[config.mk]
export PLATFORM = sky130hd
export DESIGN_NAME = dac_byte_word_loader
export DESIGN_NICKNAME = d
export VERILOG_FILES = /design/src/rtl/dacld_pkg.sv /design/src/rtl/dacld_wr_decode.sv /design/src/rtl/dacld_input_bank.sv /design/src/rtl/dacld_out_latch.sv /design/src/rtl/dac_byte_word_loader.sv
export SDC_FILE = /design/constraint.sdc
export NUM_CORES = 1
export LEC_CHECK = 0
export ABC_AREA = 1
export BUFFER_PORTS_ARGS = -buffer_cell sky130_fd_sc_hd__buf_4
export CORE_MARGIN = 2
export CORE_UTILIZATION = 50
export CTS_CLUSTER_SIZE = 14
export DETAILED_ROUTE_END_ITERATION = 12
export HOLD_SLACK_MARGIN = 0.15
export PLACE_DENSITY = 0.73
export SLEW_MARGIN = 20
export SYNTH_ARGS = -nofsm -noshare
export SYNTH_HDL_FRONTEND = slang
export SYNTH_SLANG_ARGS = --single-unit
[constraint.sdc]
create_clock -name clk -period 6 [get_ports clk]
set_input_delay 0.6 -clock clk [delete_from_list [all_inputs] [get_ports clk]]
set_output_delay 0.6 -clock clk [all_outputs]
set_load 0.005 [all_outputs]
[src/rtl/dacld_pkg.sv]
package dacld_pkg;

    // Kind of update a captured bus write applies to an input register
    typedef enum logic [1:0] {
        WK_NONE = 2'd0,
        WK_FULL = 2'd1,
        WK_LOW  = 2'd2,
        WK_HIGH = 2'd3
    } wr_kind_e;

endpackage

[src/rtl/dacld_wr_decode.sv]
module dacld_wr_decode
    import dacld_pkg::*;
#(
    parameter int N_CH   = 4,
    parameter int ADDR_W = 3
) (
    input  logic              clk,
    input  logic              rst_n,
    input  logic              wr_n,
    input  logic              cs_n,
    input  logic              byte_mode,
    input  logic              byte_sel,
    input  logic [ADDR_W-1:0] addr,
    output logic [N_CH-1:0]   ch_we,
    output wr_kind_e          kind
);

    localparam logic [ADDR_W:0] CH_LIMIT = (ADDR_W+1)'(N_CH);

    typedef struct packed {
        logic wr_q;
    } dec_st_t;

    dec_st_t st_d, st_q;
    logic    strobe_rise;
    logic    addr_ok;
    logic    fire;

    always_comb begin
        st_d        = st_q;
        st_d.wr_q   = wr_n;
        strobe_rise = wr_n & ~st_q.wr_q;
        addr_ok     = ({1'b0, addr} < CH_LIMIT);
        fire        = strobe_rise & ~cs_n & addr_ok;
        if (!fire)
            kind = WK_NONE;
        else if (!byte_mode)
            kind = WK_FULL;
        else if (byte_sel)
            kind = WK_LOW;
        else
            kind = WK_HIGH;
    end

    generate
        for (genvar i = 0; i < N_CH; i++) begin : g_sel
            assign ch_we[i] = fire && (addr == ADDR_W'(i));
        end
    endgenerate

    always_ff @(posedge clk or negedge rst_n) begin
        if (!rst_n)
            st_q <= '{wr_q: 1'b1};
        else
            st_q <= st_d;
    end

endmodule

[src/rtl/dacld_input_bank.sv]
module dacld_input_bank
    import dacld_pkg::*;
#(
    parameter int                 N_CH     = 4,
    parameter int                 CODE_W   = 14,
    parameter int                 LO_W     = 8,
    parameter logic [CODE_W-1:0]  CLR_CODE = 14'h2000
) (
    input  logic                     clk,
    input  logic                     rst_n,
    input  logic [N_CH-1:0]          ch_we,
    input  wr_kind_e                 kind,
    input  logic [CODE_W-1:0]        data,
    output logic [N_CH*CODE_W-1:0]   codes
);

    localparam int HI_W = CODE_W - LO_W;

    typedef logic [CODE_W-1:0] code_t;

    typedef struct packed {
        code_t [N_CH-1:0] ch;
    } bank_st_t;

    bank_st_t st_d, st_q;

    function automatic code_t merge_code(code_t cur, code_t din, wr_kind_e k);
        code_t res;
        case (k)
            WK_FULL: res = din;
            WK_LOW:  res = {cur[CODE_W-1:LO_W], din[LO_W-1:0]};
            WK_HIGH: res = {din[HI_W-1:0], cur[LO_W-1:0]};
            default: res = cur;
        endcase
        return res;
    endfunction

    always_comb begin
        st_d = st_q;
        for (int i = 0; i < N_CH; i++) begin
            if (ch_we[i])
                st_d.ch[i] = merge_code(st_q.ch[i], data, kind);
        end
    end

    always_ff @(posedge clk or negedge rst_n) begin
        if (!rst_n)
            st_q <= {N_CH{CLR_CODE}};
        else
            st_q <= st_d;
    end

    assign codes = st_q.ch;

endmodule

[src/rtl/dacld_out_latch.sv]
module dacld_out_latch #(
    parameter int                 N_CH     = 4,
    parameter int                 CODE_W   = 14,
    parameter logic [CODE_W-1:0]  CLR_CODE = 14'h2000
) (
    input  logic                     clk,
    input  logic                     aclr_n,
    input  logic                     ld_n,
    input  logic [N_CH-1:0]          ld_mask,
    input  logic [N_CH*CODE_W-1:0]   in_codes,
    output logic [N_CH*CODE_W-1:0]   out_codes
);

    typedef logic [CODE_W-1:0] code_t;

    typedef struct packed {
        code_t [N_CH-1:0] ch;
    } lat_st_t;

    lat_st_t          st_d, st_q;
    code_t [N_CH-1:0] staged;

    assign staged = in_codes;

    always_comb begin
        st_d = st_q;
        if (!ld_n) begin
            for (int i = 0; i < N_CH; i++) begin
                if (ld_mask[i])
                    st_d.ch[i] = staged[i];
            end
        end
    end

    always_ff @(posedge clk or negedge aclr_n) begin
        if (!aclr_n)
            st_q <= {N_CH{CLR_CODE}};
        else
            st_q <= st_d;
    end

    assign out_codes = st_q.ch;

endmodule

[src/rtl/dac_byte_word_loader.sv]
module dac_byte_word_loader
    import dacld_pkg::*;
#(
    parameter int                 N_CH     = 4,
    parameter int                 CODE_W   = 14,
    parameter int                 LO_W     = 8,
    parameter int                 ADDR_W   = 3,
    parameter logic [CODE_W-1:0]  CLR_CODE = 14'h2000
) (
    input  logic                     clk,
    input  logic                     rst_n,
    input  logic                     cs_n,
    input  logic                     wr_n,
    input  logic                     byte_mode,
    input  logic                     byte_sel,
    input  logic [ADDR_W-1:0]        addr,
    input  logic [CODE_W-1:0]        data,
    input  logic                     ldac_n,
    input  logic [N_CH-1:0]          ld_mask,
    input  logic                     clr_n,
    output logic [N_CH*CODE_W-1:0]   dac_codes
);

    logic [N_CH-1:0]        ch_we;
    wr_kind_e               kind;
    logic [N_CH*CODE_W-1:0] in_codes;
    logic                   aclr_n;

    // Output latches clear on either reset source
    assign aclr_n = rst_n & clr_n;

    dacld_wr_decode #(
        .N_CH   (N_CH),
        .ADDR_W (ADDR_W)
    ) u_dec (
        .clk       (clk),
        .rst_n     (rst_n),
        .wr_n      (wr_n),
        .cs_n      (cs_n),
        .byte_mode (byte_mode),
        .byte_sel  (byte_sel),
        .addr      (addr),
        .ch_we     (ch_we),
        .kind      (kind)
    );

    dacld_input_bank #(
        .N_CH     (N_CH),
        .CODE_W   (CODE_W),
        .LO_W     (LO_W),
        .CLR_CODE (CLR_CODE)
    ) u_bank (
        .clk   (clk),
        .rst_n (rst_n),
        .ch_we (ch_we),
        .kind  (kind),
        .data  (data),
        .codes (in_codes)
    );

    dacld_out_latch #(
        .N_CH     (N_CH),
        .CODE_W   (CODE_W),
        .CLR_CODE (CLR_CODE)
    ) u_lat (
        .clk       (clk),
        .aclr_n    (aclr_n),
        .ld_n      (ldac_n),
        .ld_mask   (ld_mask),
        .in_codes  (in_codes),
        .out_codes (dac_codes)
    );

endmodule

Word-level counts from Yosys, hierarchy flattened
Cells that the tools add are included.
Word-level totals
  flip-flop bits (word level): 113
Cells by class
  magnitude comparators: 1
  equal/unequal tests: 6
  muxes and demuxes: 4
  bitwise operators: 9
  reductions and logical operators: 19
Operators with widths (number)
  $pmux 14 s3: 1
  $reduce_and 3->1: 8
  $reduce_and 2->1: 4
  $eq 3x2->1 const B: 2
  $not 1->1: 5
  $and 1x1->1: 4
  $eq 2x2->1 const B: 2
  $logic_and 1x1->1: 4
  $mux 2: 2
  $reduce_bool 2->1: 2
  $eq 3x1->1 const B: 1
  $logic_not 3->1: 1
  $lt 3x3->1 const B: 1
  $eq 2x1->1 const B: 1
  $mux 1: 1

Logic depth before layout (Yosys ltp)
Gate-level depths: netlist (run 1).
  depth in word-level cells: 8
  mapped depth: 13
  mapped depth without buffers: 11

By module
A second synthesis (run 1) with hierarchy kept.
Second synthesis, totals
  cells, all modules: 542
  area total of the unflattened synthesis: 4795.8 µm²
Modules (own cells, without submodules)
  dacld_input_bank: instances 1, cells an instance 277, area an instance 2426.1 µm²
  dacld_out_latch: instances 1, cells an instance 243, area an instance 2257.2 µm²
  dacld_wr_decode: instances 1, cells an instance 20, area an instance 105.1 µm²
  dac_byte_word_loader: instances 1, cells an instance 2, area an instance 7.5 µm²

Worst setup path before layout (run 1)
Ideal clock, no wire load.
  kind: in2reg
  from: in byte_mode
  to: reg u_bank.st_q, in the netlist u_bank.codes[28]
  setup time: 0.116 ns
  arrival time: 2.085 ns
  data required time: 5.884 ns
  slack: 3.799 ns
  stages on the path: 11
  buffers on the path: 2
  cell sequence: clkbuf_2 -> nand3_2 -> buf_2 -> inv_1 -> ha_1 -> inv_1 -> nand3_1 -> nor2_4 -> inv_2 -> nand2_1 -> nand2_1
Between the ends
  longest elaborated chain between the ends: 5
  elaborated cells between the ends (all ways): 8
  classes of those cells: 3 x eq/ne; 2 x mux; 1 x bitwise; 2 x reduce/logical
RTL lines
  start: declaration: line dac_byte_word_loader.sv:14  | input logic byte_mode,
  $mux 2 *: line dacld_wr_decode.sv:37  | else if (!byte_mode)
  $mux 2 *: line dacld_wr_decode.sv:35  | if (!fire)
  $eq 2x1->1 or $eq 2x2->1 (tied branches): line dacld_input_bank.sv:29  | case (k)
  $reduce_bool 2->1 (no source line) or $not 1->1 (tied branches)
  $reduce_and 3->1 (no source line) *
  end signal: assignment: line dacld_input_bank.sv:48  | st_q <= {N_CH{CLR_CODE}};
  end signal: assignment: line dacld_input_bank.sv:50  | st_q <= st_d;
  end: declaration: line dacld_input_bank.sv:25  | bank_st_t st_d, st_q;
Mark *: on every way between the ends. The rest lies on a longest branch, timed or not.
A chain may end at the register's enable or synchronous reset.

Worst setup path after layout (run 1)
  from: reg u_dec.st_q
  to: reg u_bank.st_q, in the netlist u_bank.codes[31]
Between the ends
  longest elaborated chain between the ends: 8
  elaborated cells between the ends (all ways): 12
  classes of those cells: 3 x eq/ne; 1 x mux; 5 x bitwise; 3 x reduce/logical
RTL lines
  start: declaration: line dacld_wr_decode.sv:24  | dec_st_t st_d, st_q;
  start signal: assignment: line dacld_wr_decode.sv:53  | st_q <= '{wr_q: 1'b1};
  start signal: assignment: line dacld_wr_decode.sv:55  | st_q <= st_d;
  $not 1->1 *: line dacld_wr_decode.sv:32  | strobe_rise = wr_n & ~st_q.wr_q;
  $and 1x1->1 *: line dacld_wr_decode.sv:32
  $and 1x1->1 * (2 in a row): line dacld_wr_decode.sv:34  | fire = strobe_rise & ~cs_n & addr_ok;
  $mux 2: line dacld_wr_decode.sv:35
  $eq 2x1->1 or $eq 2x2->1 (tied branches): line dacld_input_bank.sv:29
  $reduce_bool 2->1 (no source line) or $not 1->1 (tied branches)
  $reduce_and 3->1 (no source line) *
Marks and branches as above.

==> results.md, run 1 <==
• **outcome** finished clean
• **fmax** 0.411 GHz
• **biggest cell delay along the critical path** 380 ps
• **first-pass GRT wire length** 18,600 um
• **RSZ-0062 raised after global routing** false
• **Inst Count DP** 672
• **clock tree root driver cell** clkbuf_8
• **starting utilization of the core area** 51.5%
• **number of buffers added by the clock tree synthesis step** 17
• **half-perimeter wire length after placement** 7890 um
• **Hold WC Path Type** in2reg
• **WP data arrival** 2830 ps
• **largest net degree at the start of global routing** 58
• **clock input transition at the sequential cells of the worst setup and hold paths** 60 ps
• **layout-stage area growth over the synthesis result** 28.6%
• **length of the first detailed-routing pass in iterations** 4
• **Die X** 102 um
• **max cap viols** 0
• **most common cell after layout, fill and taps aside** nand2_1
• **required time at the endpoint of the critical path** 6400 ps
• **post-cts sizing count** 0
• **number of nets produced by synthesis** 499
• **Die Outline Area** 10,400 sq um
• **part of the cycle the worst path needs** 40.5%
• **Cell Count, Final, Fillers Out** 704
• **largest vdd supply drop** 0.211 mV
• **Sum Neg Setup Slack** 0 ps
• **global placer's final weighted congestion** 0.849
• **Worst Hold Depth** 1
• **share of layout cells above drive strength 1** 36.0%
• **die boundary height** 102 um
• **clock latency on the worst-skew pair** 510 ps
• **count of buffers added by post-CTS timing repair for setup** 0
• **Via-to-Cell Ratio** 5.02
• **routed wire length per instance** 16.3 um
• **Worst Setup Slack post-DPL** 3200 ps
• **number of filler instances in the final layout** 736
• **vias in the first global route** 3,500
• **via count** 3,531
• **Ports** 85
• **hold violation count in the final report** 0
• **Placeable Area** 9280 sq um
• **area of the multi-input gates** 1800 sq um
• **total number of clock tree sinks** 113
• **drt initial violations** 209
• **sort of element at the end of the critical path** flop
• **Total Routing Usage GR** 24.3%
• **# rows** 35
• **post-detailed-route count of antenna-violating nets** 0
• **Hold Buf Count CTS** 0
• **Synthesis Warnings** 0
• **antenna violations before repair** 0
• **crit path time final** 2430 ps
• **IO buf count** 84
• **post-synthesis register bit count** 113
• **biggest fanout along the worst timing path** 16
• **cell area after synthesis** 4780 sq um
• **clock tree from TritonCTS** built
• **drc violations** 0
• **number of diodes added for antenna fixing** 0
• **Clock Tree Buf Depth** 2
• **slew margin rel.** 53.2%
• **H-tree depth** 4
• **synthesized netlist cell count** 468
• **total length of routed wires** 11,500 um
• **Cell Chain, Critical Path** nor2_4, nand3_2, inv_1, ha_1, inv_1, nand3_1, nor2_4, inv_2, nand2_1, nand2_1
• **crit start category** flop
• **mean post-synth cell area** 10.2 sq um
• **count of cells along the worst register-to-register path** 10
• **Worst Setup Path Type** reg2reg
• **register area** 2840 sq um
• **sequential share of the synthesized area** 59.3%
• **Distinct cells, synth** 19
• **Worst Slack Setup Final** 3570 ps
• **leakage power summed over all cells** 3.44 nW
• **setup clock skew after layout** 5.52 ps
• **Final Slew Violations** 0
• **PwrDens** 341 nW/um^2
• **final setup violation count** 0
• **commonest cells after routing, fill and taps aside** nand2_1, dfrtp_1, buf_4
• **Critical Path Slowest Stage Cell** dfstp_2
• **transition time at the pin with the least slew margin** 702 ps
• **grt total ovfl** 0
• **# nets final** 593
-- layout make-up --
class / count / area share (%)
tap: 129 / 2.62
timing repair buffer: 85 / 10.4
sequential: 113 / 46.1
multi-input combinational: 318 / 29.2
clock buffer: 23 / 7.91
inverter: 27 / 1.71
clock inverter: 9 / 2.07
-- per-stage QoR --
stage / power [mW] / utilization, % / hold slack (ps) / instance area [sq um]
after floorplan: 0.968 / - / 304 / 4780
after CTS: 2.11 / 66.3 / 194 / 6150
after detailed placement: 1.08 / 59.7 / 467 / 5540
after global placement: 1.08 / 59.6 / 466 / 5540
after global routing: 2.17 / 66.3 / 189 / 6150
final: 2.10 / 66.3 / 207 / 6150
-- per-layer routing --
| layer | global-route usage, % | routed length, um | vias up |
|---|---|---|---|
| li1 | - | - | 1690 |
| met1 | 35.1 | 5170 | 1714 |
| met2 | 36.0 | 5300 | 110 |
| met3 | 6.84 | 821 | 17 |
| met4 | 7.49 | 213 | 0 |
| met5 | 0 | 0 | - |
-- report_power, final --
part / internal [mW] / switching (mW)
Sequential: 0.833 / 0.0364
Clock: 0.685 / 0.341
Combinational: 0.102 / 0.0971
-- path summary, 6_finish.rpt --
| kind | startpoint | endpoint | slack, ps |
|---|---|---|---|
| worst max-delay path | u_dec.st_q | u_bank.codes[31] | 3570 |
| worst min-delay path | wr_n | u_dec.st_q | 210 |
| worst max register to register | u_dec.st_q | u_bank.codes[31] | 3570 |
| worst min register to register | u_bank.codes[55] | u_bank.codes[55] | 470 |
| max in group asynchronous | rst_n | u_lat.out_codes[5] | 5220 |
| min in group asynchronous | clr_n | u_lat.out_codes[28] | 260 |
-- Yosys cell counts (all sizes together) --
cell type	number	share of area, %
nor2	11	2.5
nand2	225	18
dfrtp	104	54
buf	7	0.73
mux2	56	13
inv	26	2.0
clkbuf	3	0.26
ha	2	0.52
dfstp	9	4.9
nand3	7	0.94
clkinv	1	0.10
nor3	2	0.31
nand4	15	2.0
-- logic make-up (layout without fill, tap and decap cells) --
logic type | after synthesis | count (layout) | share of synthesized area, %
simple gates | 260 | 260 | 23.8
buf+inv | 37 | 144 | 3.14
fa+ha+maj | 2 | 2 | 0.523
mux | 56 | 56 | 13.2
flops | 113 | 113 | 59.3
-- registers in the layout, indices dropped and copies added, names as in the netlist --
signal,cells
u_dec.st_q,1
u_lat.out_codes,56
u_bank.codes,56
-- critical path: cells and delay by family (launching register included) --
family	cells	cell delay (ps)
buffers and inverters	3	450
and+or+nand+nor	6	1160
adders and majority gates	1	310
DFF	1	380
Power figures use the tool's default switching activity.
==> run 2, diff against run 1 <==
--- a/config.mk
+++ b/config.mk
@@ -12,7 +12,7 @@
 export CTS_CLUSTER_SIZE = 14
 export DETAILED_ROUTE_END_ITERATION = 12
 export HOLD_SLACK_MARGIN = 0.15
-export PLACE_DENSITY = 0.73
+export PLACE_DENSITY = 0.75
 export SLEW_MARGIN = 20
 export SYNTH_ARGS = -nofsm -noshare
 export SYNTH_HDL_FRONTEND = slang
==> constraint.sdc (replaced) <==
create_clock -name clk -period 2 [get_ports clk]
set_input_delay 0.2 -clock clk [delete_from_list [all_inputs] [get_ports clk]]
set_output_delay 0.2 -clock clk [all_outputs]
set_load 0.005 [all_outputs]
==> run 2 against run 1 <==
Clock-buffer cell count unchanged. Die area unchanged. Clock skew increased by 1.3 ps. Final cell count up 3.4%. Hold slack worse by 54 ps. Register-to-register slack lost 3500 ps. Highest routed layer unchanged.
==> results.md, run 2 (synthesis gave the netlist of run 1 again) <==
• **die boundary height** 102 um, unchanged
• **largest vdd supply drop** 0.601 mV, +190%
• **largest net degree at the start of global routing** 39, -33%
• **drc violations** 0, unchanged
• **number of diodes added for antenna fixing** 0, unchanged
• **Clock Tree Buf Depth** 2, unchanged
• **Total Routing Usage GR** 24.3%, +0.025 points
• **biggest fanout along the worst timing path** 6, -10
• **Worst Setup Slack post-DPL** 53.5 ps, -3150 ps
• **crit path time final** 1910 ps, -524 ps
• **via count** 3,735, +5.8%
• **Met2 Routed Length** 5600 um, +5.6%
• **WP data arrival** 2370 ps, -460 ps
• **grt total ovfl** 0, unchanged
• **required time at the endpoint of the critical path** 2460 ps, -3940 ps
• **antenna violations before repair** 0, unchanged
• **outcome** finished clean
• **# nets final** 617, +4.0%
• **transition time at the pin with the least slew margin** 828 ps, +126 ps
• **routed length on met1** 5200 um, +0.66%
• **max cap viols** 0, unchanged
• **part of the cycle the worst path needs** 95.3%, +55 points
• **share of layout cells above drive strength 1** 36.6%, +0.56 points
• **crit start category** flop
• **most common cell after layout, fill and taps aside** nand2_1
• **highest routing layer actually used** met4
• **Placeable Area** 9280 sq um, unchanged
• **fmax** 0.524 GHz, +27%
• **# rows** 35, unchanged
• **clock tree from TritonCTS** built
• **Cell Count, Final, Fillers Out** 728, +3.4%
• **startpoint of the lowest-slack hold path** data[6]
• **total number of clock tree sinks** 113, unchanged
• **number of buffers added by the clock tree synthesis step** 17, unchanged
• **first-pass GRT wire length** 18,700 um, +0.97%
• **clock tree root driver cell** clkbuf_8
• **total length of routed wires** 11,900 um, +3.5%
• **beginning of the critical path** u_dec.st_q
• **Inst Count DP** 678, +0.89%
• **drt initial violations** 307, +47%
• **global placer's final weighted congestion** 0.851, +0.16%
• **Die X** 102 um, unchanged
• **Worst Slack Setup Final** 93.1 ps, -3480 ps
• **H-tree depth** 4, unchanged
• **Reg-to-Reg Start** u_dec.st_q
• **PwrDens** 989 nW/um^2, +190%
• **half-perimeter wire length after placement** 7930 um, +0.53%
• **share of power burned in registers** 41.5%, about the same
• **Comb power frac** 10.1%, +0.6 points
• **length of the first detailed-routing pass in iterations** 7, +3
• **leakage power summed over all cells** 3.54 nW, +2.9%
• **slew margin rel.** 44.7%, -8.6 points
• **sort of element at the end of the critical path** flop
• **internal power** 4.86 mW, +200%
• **IO buf count** 84, unchanged
• **Ports** 85, unchanged
• **vias in the first global route** 3,774, +7.8%
• **hold violation count in the final report** 0, unchanged
• **clock input transition at the sequential cells of the worst setup and hold paths** 60 ps, about the same
• **Final Slew Violations** 0, unchanged
• **Die Outline Area** 10,400 sq um, unchanged
• **routed wire length per instance** 16.4 um, +0.11%
• **WL met3** 834 um, +1.6%
• **net load switching power** 1.44 mW, +200%
• **commonest cells after routing, fill and taps aside** nand2_1, dfrtp_1, buf_4
• **post-detailed-route count of antenna-violating nets** 0, unchanged
• **layout-stage area growth over the synthesis result** 33.1%
• **clock power share** 48.5%, -0.5 points
• **setup clock skew after layout** 6.84 ps, +1.32 ps
• **Hold WC Path Type** in2reg
• **clock latency on the worst-skew pair** 520 ps, about the same
• **Worst Setup Path Type** reg2reg
• **starting utilization of the core area** 51.5%, unchanged
• **switching share of power** 22.9%, +0.24 points
• **Sum Neg Setup Slack** 0 ps, unchanged
• **final setup violation count** 0, unchanged
• **Via-to-Cell Ratio** 5.13, +2.3%
-- run 2: path summary, 6_finish.rpt --
kind	end	slack, ps	cells after the start
max	u_bank.codes[31]	90	11
min	u_bank.codes[34]	150	5
max reg2reg	u_bank.codes[31]	90	11
min reg2reg	u_bank.codes[27]	470	2
max in group asynchronous	u_bank.codes[44]	510	3
min in group asynchronous	u_bank.codes[55]	250	2
-- run 2: layout make-up --
cell class | instances | area [sq um]
Inverter | 27 | 103
Multi-Input combinational cell | 318 | 1810
Timing Repair Buffer | 109 | 848
Clock inverter | 9 | 130
Tap cell | 129 | 161
Sequential cell | 113 | 2840
Clock buffer | 23 | 477
Fill cell | 726 | 2920
-- run 2: worst max-delay path, stage by stage, from the launching register on --
cell     delay, ps
dfstp_2        550
inv_1           50
nand2_2         80
nor2_4          50
nand2_2         90
ha_4           230
inv_1          130
nand3_1        150
nor2_4         210
buf_4          160
nand2_1         60
nand2_1         80
-- run 2: layer usage --
layer  vias up  GRT usage [%]
li1       1723              -
met1      1831           32.9
met2       154           38.3
met3        27           5.34
met4         0           10.2
met5         -              0
-- run 2: timing repair --
| action | in CTS | in global routing |
|---|---|---|
| hold endpoints to repair | 122 | 0 |
| setup endpoints to repair | 0 | 39 |
| resized for setup | 0 | 0 |
| hold buffers | 12 | 0 |
| setup buffers | 0 | 6 |
-- run 2: stage by stage --
step	instance area (sq um)	hold slack (ps)	utilization (%)	total power [mW]
after detailed placement	5590	95.3	60.3	3.25
after floorplan	4800	-95.6	-	2.90
after CTS	6320	150	68.1	6.32
after global placement	5590	92.9	60.3	3.23
after global routing	6370	171	68.6	6.51
final	6370	153	68.6	6.30
-- run 2: power by group through the flow --
stage               clock network (mW)  logic (mW)  registers [mW]
floorplan                            0       0.281            2.62
global placement                     0       0.592            2.64
detailed placement                   0       0.606            2.65
CTS                               3.07       0.635            2.61
global route                      3.18       0.698            2.63
finish                            3.05       0.635            2.61
